### src/rtl/pba_pkg.sv
package pba_pkg;
  typedef enum logic {ST_IDLE = 1'b0, ST_FWD = 1'b1} arb_state_e;
endpackage

### src/rtl/pba_lfsr.sv
// Galois LFSR that steps only when a decision consumes a random value.
module pba_lfsr #(
  parameter int             W    = 8,
  parameter logic [W-1:0]   TAPS = 8'hB8,
  parameter logic [W-1:0]   SEED = 8'h5A
) (
  input  logic         clk,
  input  logic         rst_n,
  input  logic         step,
  output logic [W-1:0] value
);
  logic [W-1:0] lfsr_q, lfsr_d;

  always_comb begin
    if (lfsr_q[0]) lfsr_d = (lfsr_q >> 1) ^ TAPS;
    else           lfsr_d = lfsr_q >> 1;
  end

  always_ff @(posedge clk or negedge rst_n) begin
    if (!rst_n)    lfsr_q <= SEED;
    else if (step) lfsr_q <= lfsr_d;
  end

  assign value = lfsr_q;
endmodule

### src/rtl/pba_outstanding.sv
// One in-flight counter per source: up on issue, down on completion.
module pba_outstanding #(
  parameter int N_SRC = 4,
  parameter int CNT_W = 6,
  parameter int IDX_W = 2
) (
  input  logic                   clk,
  input  logic                   rst_n,
  input  logic                   inc_vld,
  input  logic [IDX_W-1:0]       inc_src,
  input  logic                   dec_vld,
  input  logic [IDX_W-1:0]       dec_src,
  output logic [N_SRC*CNT_W-1:0] cnt_flat
);
  for (genvar g = 0; g < N_SRC; g++) begin : g_cnt
    logic [CNT_W-1:0] cnt_q, cnt_d;
    logic             up, dn;

    assign up = inc_vld && (inc_src == IDX_W'(g));
    assign dn = dec_vld && (dec_src == IDX_W'(g));

    always_comb begin
      cnt_d = cnt_q;
      if (up && !dn)      cnt_d = cnt_q + 1'b1;
      else if (dn && !up) cnt_d = cnt_q - 1'b1;
    end

    always_ff @(posedge clk or negedge rst_n) begin
      if (!rst_n)        cnt_q <= '0;
      else if (up != dn) cnt_q <= cnt_d;
    end

    assign cnt_flat[g*CNT_W +: CNT_W] = cnt_q;
  end
endmodule

### src/rtl/pba_pick.sv
// Scans sources from the rotation pointer; the first ready one wins unless
// shortest-job-first mode finds a strictly smaller in-flight count later.
module pba_pick #(
  parameter int N_SRC = 4,
  parameter int CNT_W = 6,
  parameter int IDX_W = 2
) (
  input  logic [N_SRC-1:0]       rdy,
  input  logic [N_SRC*CNT_W-1:0] cnt_flat,
  input  logic [IDX_W-1:0]       ptr,
  input  logic                   use_sjf,
  output logic                   any,
  output logic [IDX_W-1:0]       sel
);
  logic             found;
  logic [IDX_W-1:0] idx, best;
  logic [CNT_W-1:0] best_cnt, cur_cnt;
  int               pos;

  always_comb begin
    found    = 1'b0;
    best     = ptr;
    best_cnt = '1;
    idx      = '0;
    cur_cnt  = '0;
    pos      = 0;
    for (int k = 0; k < N_SRC; k++) begin
      pos = int'(ptr) + k;
      if (pos >= N_SRC) pos = pos - N_SRC;
      idx     = IDX_W'(pos);
      cur_cnt = cnt_flat[idx*CNT_W +: CNT_W];
      if (rdy[idx]) begin
        if (!found) begin
          found    = 1'b1;
          best     = idx;
          best_cnt = cur_cnt;
        end else if (use_sjf && (cur_cnt < best_cnt)) begin
          best     = idx;
          best_cnt = cur_cnt;
        end
      end
    end
    any = found;
    sel = best;
  end
endmodule

### src/rtl/prob_batch_arbiter.sv
module prob_batch_arbiter
  import pba_pkg::*;
#(
  parameter int                N_SRC     = 4,
  parameter int                DATA_W    = 16,
  parameter int                CNT_W     = 6,
  parameter int                PROB_W    = 8,
  parameter logic [PROB_W-1:0] LFSR_TAPS = 8'hB8,
  parameter logic [PROB_W-1:0] LFSR_SEED = 8'h5A,
  localparam int               IDX_W     = $clog2(N_SRC)
) (
  input  logic                    clk,
  input  logic                    rst_n,
  input  logic [PROB_W-1:0]       prob_thresh,
  input  logic [N_SRC-1:0]        batch_rdy,
  input  logic [N_SRC*DATA_W-1:0] head_data,
  input  logic [N_SRC-1:0]        head_last,
  input  logic                    cpl_valid,
  input  logic [IDX_W-1:0]        cpl_src,
  output logic [N_SRC-1:0]        src_pop,
  output logic                    issue_valid,
  output logic [IDX_W-1:0]        issue_src,
  output logic [DATA_W-1:0]       issue_data,
  output logic                    grant_valid,
  output logic [IDX_W-1:0]        grant_src,
  output logic                    grant_sjf
);
  localparam logic [IDX_W-1:0] LAST_IDX = IDX_W'(N_SRC - 1);
  localparam logic [N_SRC-1:0] ONE_HOT0 = {{(N_SRC-1){1'b0}}, 1'b1};

  // reset: asserted asynchronously, released on a clock edge
  logic [1:0] rst_sync_q;
  logic       rst_n_int;

  always_ff @(posedge clk or negedge rst_n) begin
    if (!rst_n) rst_sync_q <= 2'b00;
    else        rst_sync_q <= {rst_sync_q[0], 1'b1};
  end
  assign rst_n_int = rst_sync_q[1];

  arb_state_e                 state_q, state_d;
  logic [IDX_W-1:0]           cur_q, cur_d, ptr_q, ptr_d;
  logic                       gv_q, gv_d, gs_q, gs_d;
  logic [PROB_W-1:0]          lfsr_val;
  logic [N_SRC*CNT_W-1:0]     cnt_flat;
  logic                       any_rdy, use_sjf, decide;
  logic [IDX_W-1:0]           pick;

  assign use_sjf = (lfsr_val <= prob_thresh);
  assign decide  = (state_q == ST_IDLE) && any_rdy;

  pba_lfsr #(
    .W    (PROB_W),
    .TAPS (LFSR_TAPS),
    .SEED (LFSR_SEED)
  ) i_lfsr (
    .clk   (clk),
    .rst_n (rst_n_int),
    .step  (decide),
    .value (lfsr_val)
  );

  pba_pick #(
    .N_SRC (N_SRC),
    .CNT_W (CNT_W),
    .IDX_W (IDX_W)
  ) i_pick (
    .rdy      (batch_rdy),
    .cnt_flat (cnt_flat),
    .ptr      (ptr_q),
    .use_sjf  (use_sjf),
    .any      (any_rdy),
    .sel      (pick)
  );

  pba_outstanding #(
    .N_SRC (N_SRC),
    .CNT_W (CNT_W),
    .IDX_W (IDX_W)
  ) i_outstanding (
    .clk      (clk),
    .rst_n    (rst_n_int),
    .inc_vld  (issue_valid),
    .inc_src  (cur_q),
    .dec_vld  (cpl_valid),
    .dec_src  (cpl_src),
    .cnt_flat (cnt_flat)
  );

  // next state
  always_comb begin
    state_d = state_q;
    cur_d   = pick;
    ptr_d   = (pick == LAST_IDX) ? '0 : pick + 1'b1;
    gs_d    = use_sjf;
    gv_d    = 1'b0;
    case (state_q)
      ST_IDLE: begin
        if (any_rdy) begin
          state_d = ST_FWD;
          gv_d    = 1'b1;
        end
      end
      ST_FWD: begin
        if (head_last[cur_q]) state_d = ST_IDLE;
      end
      default: state_d = ST_IDLE;
    endcase
  end

  // registers
  always_ff @(posedge clk or negedge rst_n_int) begin
    if (!rst_n_int) begin
      state_q <= ST_IDLE;
      gv_q    <= 1'b0;
    end else begin
      state_q <= state_d;
      gv_q    <= gv_d;
    end
  end

  always_ff @(posedge clk or negedge rst_n_int) begin
    if (!rst_n_int) begin
      cur_q <= '0;
      ptr_q <= '0;
      gs_q  <= 1'b0;
    end else if (decide) begin
      cur_q <= cur_d;
      ptr_q <= ptr_d;
      gs_q  <= gs_d;
    end
  end

  // outputs
  assign issue_valid = (state_q == ST_FWD);
  assign issue_src   = cur_q;
  assign issue_data  = head_data[cur_q*DATA_W +: DATA_W];
  assign src_pop     = issue_valid ? (ONE_HOT0 << cur_q) : '0;
  assign grant_valid = gv_q;
  assign grant_src   = cur_q;
  assign grant_sjf   = gs_q;
endmodule

### config.mk
export PLATFORM = sky130hd
export DESIGN_NAME = prob_batch_arbiter
export DESIGN_NICKNAME = d
export VERILOG_FILES = /design/src/rtl/pba_pkg.sv /design/src/rtl/pba_lfsr.sv /design/src/rtl/pba_outstanding.sv /design/src/rtl/pba_pick.sv /design/src/rtl/prob_batch_arbiter.sv
export SDC_FILE = /design/constraint.sdc
export NUM_CORES = 1
export LEC_CHECK = 0
export ABC_AREA = 1
export BUFFER_PORTS_ARGS = -buffer_cell sky130_fd_sc_hd__buf_4
export CORE_MARGIN = 8
export CORE_UTILIZATION = 49
export CTS_BUF_LIST = sky130_fd_sc_hd__clkbuf_16
export CTS_CLUSTER_DIAMETER = 30
export DETAILED_ROUTE_END_ITERATION = 6
export HOLD_SLACK_MARGIN = 0.15
export PLACE_DENSITY_LB_ADDON = 0.08
export SETUP_SLACK_MARGIN = 0.1
export SLEW_MARGIN = 20
export SYNTH_ARGS = -nofsm -noshare
export SYNTH_HDL_FRONTEND = slang
export SYNTH_SLANG_ARGS = --single-unit
### constraint.sdc
create_clock -name clk -period 2 [get_ports clk]
set_clock_uncertainty 0.2 [all_clocks]
set_input_delay 0.4 -clock clk [delete_from_list [all_inputs] [get_ports clk]]
set_output_delay 0.4 -clock clk [all_outputs]
set_load 0.1 [all_outputs]
==> results of run 1 <==
==> synth_stat cells <==
cell type / number / area share
inv_2: 4 / 0.0035
xor2_4: 1 / 0.0064
conb_1: 1 / 0.00087
nand3_2: 1 / 0.0023
a21boi_0: 1 / 0.0017
xor2_1: 5 / 0.010
nor2_1: 41 / 0.036
nand4_1: 1 / 0.0014
o211ai_1: 1 / 0.0017
nand2_2: 13 / 0.019
inv_4: 1 / 0.0014
nand3_1: 71 / 0.082
a22o_1: 1 / 0.0020
o21ai_1: 3 / 0.0035
o21a_1: 4 / 0.0069
o22ai_1: 5 / 0.0072
a31oi_1: 7 / 0.010
inv_1: 85 / 0.074
clkbuf_1: 18 / 0.016
nor2_2: 1 / 0.0014
o21ai_0: 69 / 0.080
xnor2_2: 1 / 0.0038
o21ai_2: 1 / 0.0020
fa_1: 4 / 0.019
a22oi_1: 18 / 0.031
dfstp_2: 4 / 0.024
ha_1: 43 / 0.12
a211oi_1: 3 / 0.0052
or2_2: 2 / 0.0029
buf_4: 4 / 0.0069
xnor2_1: 7 / 0.014
o21bai_4: 1 / 0.0043
clkinv_1: 1 / 0.00087
nand2_1: 168 / 0.15
dfrtp_1: 37 / 0.21
buf_6: 3 / 0.0078
a21oi_1: 23 / 0.027
==> cell families after synthesis <==
logic type,share of synthesized area
buf+inv,0.110
fa+ha+maj,0.143
flops,0.238
other cells,0.000867
xor+xnor,0.0344
compound gates,0.183
simple gates,0.291
==> repair_timing <==
| action | CTS |
|---|---|
| setup buffers | 41 |
| pin swaps | 50 |
| endpoints found under the hold margin | 10 |
| cloned | 5 |
| setup endpoints to repair | 59 |
| resized for setup | 170 |
| hold buffers | 3 |
==> through the flow <==
stage / hold WS (ns) / util / cells / setup slack (ns) / cell area (µm²)
after floorplan: -0.0956 / - / 654 / -2.90 / 4980
after detailed placement: -0.0151 / 0.784 / 987 / -3.09 / 6770
after CTS: 0.150 / 0.925 / 1039 / -2.94 / 7990
after global placement: -0.0166 / 0.784 / 987 / -2.89 / 6770
==> results.sh, run 1 <==
export IMPL_syn_num_nets=786
export IMPL_clk_path_buf_depth=2
export IMPL_crit_endpoint="ptr_q[1]$_DFFE_PN0P_/D"
export IMPL_htreeDepth=2
export IMPL_worst_path_end_type="sequential cell input"
export IMPL_cts_root_buffer="clkbuf_16"
export IMPL_ios=112
export IMPL_synth_cells=654
export IMPL_ys_ff_latch=41
export IMPL_port_buffers=111
export IMPL_initial_core_util=0.501
export IMPL_yosys_warnings=0
export IMPL_fp_row_count=34
export IMPL_cts_sinks=41
export IMPL_place_hpwl_mm=12.5
export IMPL_postSynthAreaPerCell_um2=6.61
export IMPL_syn_area_um2=4320
export IMPL_cts_inserted_buffers=5
export IMPL_synth_yosys_seq_area_share=0.238
export IMPL_gp_congestion=0.977
export IMPL_stop_error="[ERROR DPL-0038] Utilization greater than 100%, impossible to legalize"
export IMPL_die_h_um=110
export IMPL_grt_max_degree=36
export IMPL_dieWidth_um=110
export IMPL_haltStage="global routing"
export IMPL_status="aborted with a tool error"
export IMPL_yosys_cell_types_count=37
==> inputs of run 2 (changes only) <==
Settings changed: CORE_UTILIZATION 49 to 40, CTS_BUF_LIST sky130_fd_sc_hd__clkbuf_16 to unset, CTS_CLUSTER_DIAMETER 30 to unset, HOLD_SLACK_MARGIN 0.15 to unset, PLACE_DENSITY_LB_ADDON 0.08 to 0.15, SETUP_SLACK_MARGIN 0.1 to unset.
Clock period 2 ns to 2.6 ns, I/O delays scaled along.
==> run 2 against run 1 <==
The flow now finishes, with violations (setup timing). Synthesized cell count unchanged. Area after synthesis unchanged.
==> results.sh, run 2 <==
export IMPL_htreeDepth=2
export IMPL_tritoncts="done"
export IMPL_die_area_um2=14400
export IMPL_grt_pass1_wl_mm=23.8
export IMPL_setup_viol=5
export IMPL_cp_start_kind="register"
export IMPL_syn_area_um2=4320
export IMPL_drt_initial_drc_count=251
export IMPL_slew_headroom=0.569
export IMPL_ios=112
export IMPL_largest_register="i_outstanding.g_cnt.cnt_q"
export IMPL_netlist_area_leader_share=0.214
export IMPL_fmax_ghz=0.206
export IMPL_yosys_cell_types_count=37
export IMPL_cts_inserted_buffers=5
export IMPL_worst_slew_pin_slew_ns=0.647
export IMPL_worstPathRequired_ns=2.60
export IMPL_gp_congestion=0.914
export IMPL_end_kind="register"
export IMPL_fp_row_count=38
export IMPL_cts_sinks=41
export IMPL_synth_common_cells="nand2_1 (168), inv_1 (85), nand3_1 (71)"
export IMPL_grt_max_degree=28
export IMPL_synth_edff_count=0
export IMPL_layout_commonest_cell="buf_4"
export IMPL_setup_tns_final_ns=-8.97
export IMPL_maxCapViolations=0
export IMPL_cp_max_fo=8
export IMPL_dieWidth_um=120
export IMPL_clkTransAtPathRegs_ns=0.08
export IMPL_insertion_delay_ns=0.31
export IMPL_wl_per_cell_um=14.2
export IMPL_vias_per_cell=4.94
export IMPL_arrival_ns=4.85
export IMPL_yosysTopAreaCell="dfrtp_1"
export IMPL_hold_class="reg2async"
export IMPL_ys_ff_latch=41
export IMPL_slowest_stage="dfrtp_2"
export IMPL_final_cell_mix="buf_4 (265), nand2_1 (158), inv_1 (70)"
export IMPL_period_share=1.86
export IMPL_port_buffers=111
export IMPL_slowest_delay_ns=0.47
export IMPL_drt_wl_total_mm=15.0
export IMPL_synth_yosys_seq_area_share=0.238
export IMPL_place_hpwl_mm=11.9
export IMPL_fill_cells=929
export IMPL_die_h_um=120
export IMPL_failed_checks="setup timing"
export IMPL_final_nets=1048
export IMPL_largest_reg_flops=24
export IMPL_rsz0062_at_grt="yes"
export IMPL_grt_use_total=0.200
export IMPL_initial_core_util=0.404
export IMPL_gr_total_overflow=0
export IMPL_cts_root_buffer="clkbuf_8"
export IMPL_antenna_found_initial=0
export IMPL_status="finished with violations"
export IMPL_drv_slew=0
export IMPL_ant_nets=0
export IMPL_drt_drc_violations_left=0
export IMPL_critical_path_class="reg2reg"
export IMPL_postSynthAreaPerCell_um2=6.61
export IMPL_clk_path_buf_depth=2
export IMPL_synth_cells=654
export IMPL_fin_crit_ns=4.85
export IMPL_synthArstFlopShare=1.00
export IMPL_grt_pass1_vias=5082
export IMPL_finalWorstSetupSlack_ns=-2.25
export IMPL_drive_gt1_frac=0.472
export IMPL_yosys_warnings=0
export IMPL_first_pass_iters=5
export IMPL_via_count=5217
export IMPL_synth_most_common_cell="nand2_1"
export IMPL_coreArea_um2=10700
export IMPL_cp_common_cell="nand2_2"
export IMPL_netlist_top_cells_area="dfrtp_1 (21%), nand2_1 (15%), ha_1 (12%), nand3_1 (8.2%), o21ai_0 (8.0%)"
export IMPL_hold_viol_final=0
export IMPL_antennaDiodeCount=0
export IMPL_ys_flop_type="dfrtp_1"
export IMPL_syn_num_nets=786
export IMPL_area_delta_synth_final_pct=69.5
-- run 2: cell counts after synthesis --
No cell type changed its count.
-- run 2: logic make-up (layout without fill, tap and decap cells) --
family | count (synthesis) | after routing | synth area share
flip-flops | 41 | 41 | 0.238
AO/OA/AOI/OAI | 137 | 137 | 0.183
adder cells (fa/ha/maj) | 47 | 47 | 0.143
XOR/XNOR | 14 | 14 | 0.0344
AND/OR/NAND/NOR | 298 | 299 | 0.291
buffers and inverters | 116 | 377 | 0.110
other | 1 | 1 | 0.000867
-- run 2: area by class of cell --
class | count | area, µm² | area share
repair buffers | 278 | 2200 | 0.300
multi-input cells | 498 | 3420 | 0.467
well taps | 140 | 175 | 0.0239
clock buffers | 5 | 68.8 | 0.00939
repair inverters | 1 | 8.76 | 0.00120
flip-flops and latches | 41 | 1040 | 0.142
inverters | 91 | 375 | 0.0512
clock inverters | 2 | 35.0 | 0.00478
-- run 2: timing repair --
item                                   in CTS  in global routing
resized for setup                          35                 71
hold buffers                                1                  0
setup endpoints to repair                  18                 18
gates cloned                                1                  3
pin swaps                                  15                 31
buffers inserted                            7                 17
endpoints found under the hold margin       2                  0
-- run 2: per-layer routing --
metal  routed length [µm]  global-route usage  part of all wire  up-vias
li1                     -                   -                 -     2687
met1                 6310               0.234              0.42     2412
met2                 7760               0.366              0.52       99
met3                  737              0.0352             0.049       19
met4                  217              0.0507             0.014        0
met5                    0                   0                 0        -
-- run 2: worst paths after layout --
check | from | endpoint | slack [ns] | cells past startpoint
hold / removal | rst_sync_q[1] | i_outstanding.g_cnt[3].cnt_q[4] | 0.07 | 0
min in group clk | rst_sync_q[0] | rst_sync_q[1] | 0.16 | 0
setup / recovery | ptr_q[0] | ptr_q[1] | -2.25 | 37
max in group asynchronous | rst_sync_q[1] | issue_valid | 1.53 | 1
setup reg to reg | ptr_q[0] | ptr_q[1] | -2.25 | 37
hold reg to reg | rst_sync_q[1] | i_outstanding.g_cnt[3].cnt_q[4] | 0.07 | 0
-- run 2: worst max-delay path, delay by kind of cell, from the launching register on --
| kind | cells | cell delay (ns) |
|---|---|---|
| simple gates | 18 | 1.50 |
| compound gates | 11 | 1.35 |
| fa+ha+maj | 3 | 0.79 |
| flops | 1 | 0.47 |
| buf+inv | 5 | 0.43 |
-- run 2: stage by stage --
| stage | cells | setup slack, ns | hold WS (ns) | instance area [µm²] | util |
|---|---|---|---|---|---|
| after floorplan | 654 | -2.30 | 0.0244 | 4720 | - |
| after global placement | 1021 | -2.29 | 0.0688 | 6630 | 0.619 |
| after detailed placement | 1021 | -2.41 | 0.0882 | 6630 | 0.619 |
| after CTS | 1037 | -2.25 | 0.0962 | 6920 | 0.646 |
| after global routing | 1056 | -2.63 | 0.125 | 7330 | 0.685 |
| final | 1056 | -2.25 | 0.0685 | 7330 | 0.685 |
Power of run 2 is not shown: default switching activity piles up to over one toggle a cycle in this logic, so the estimate is an artifact.
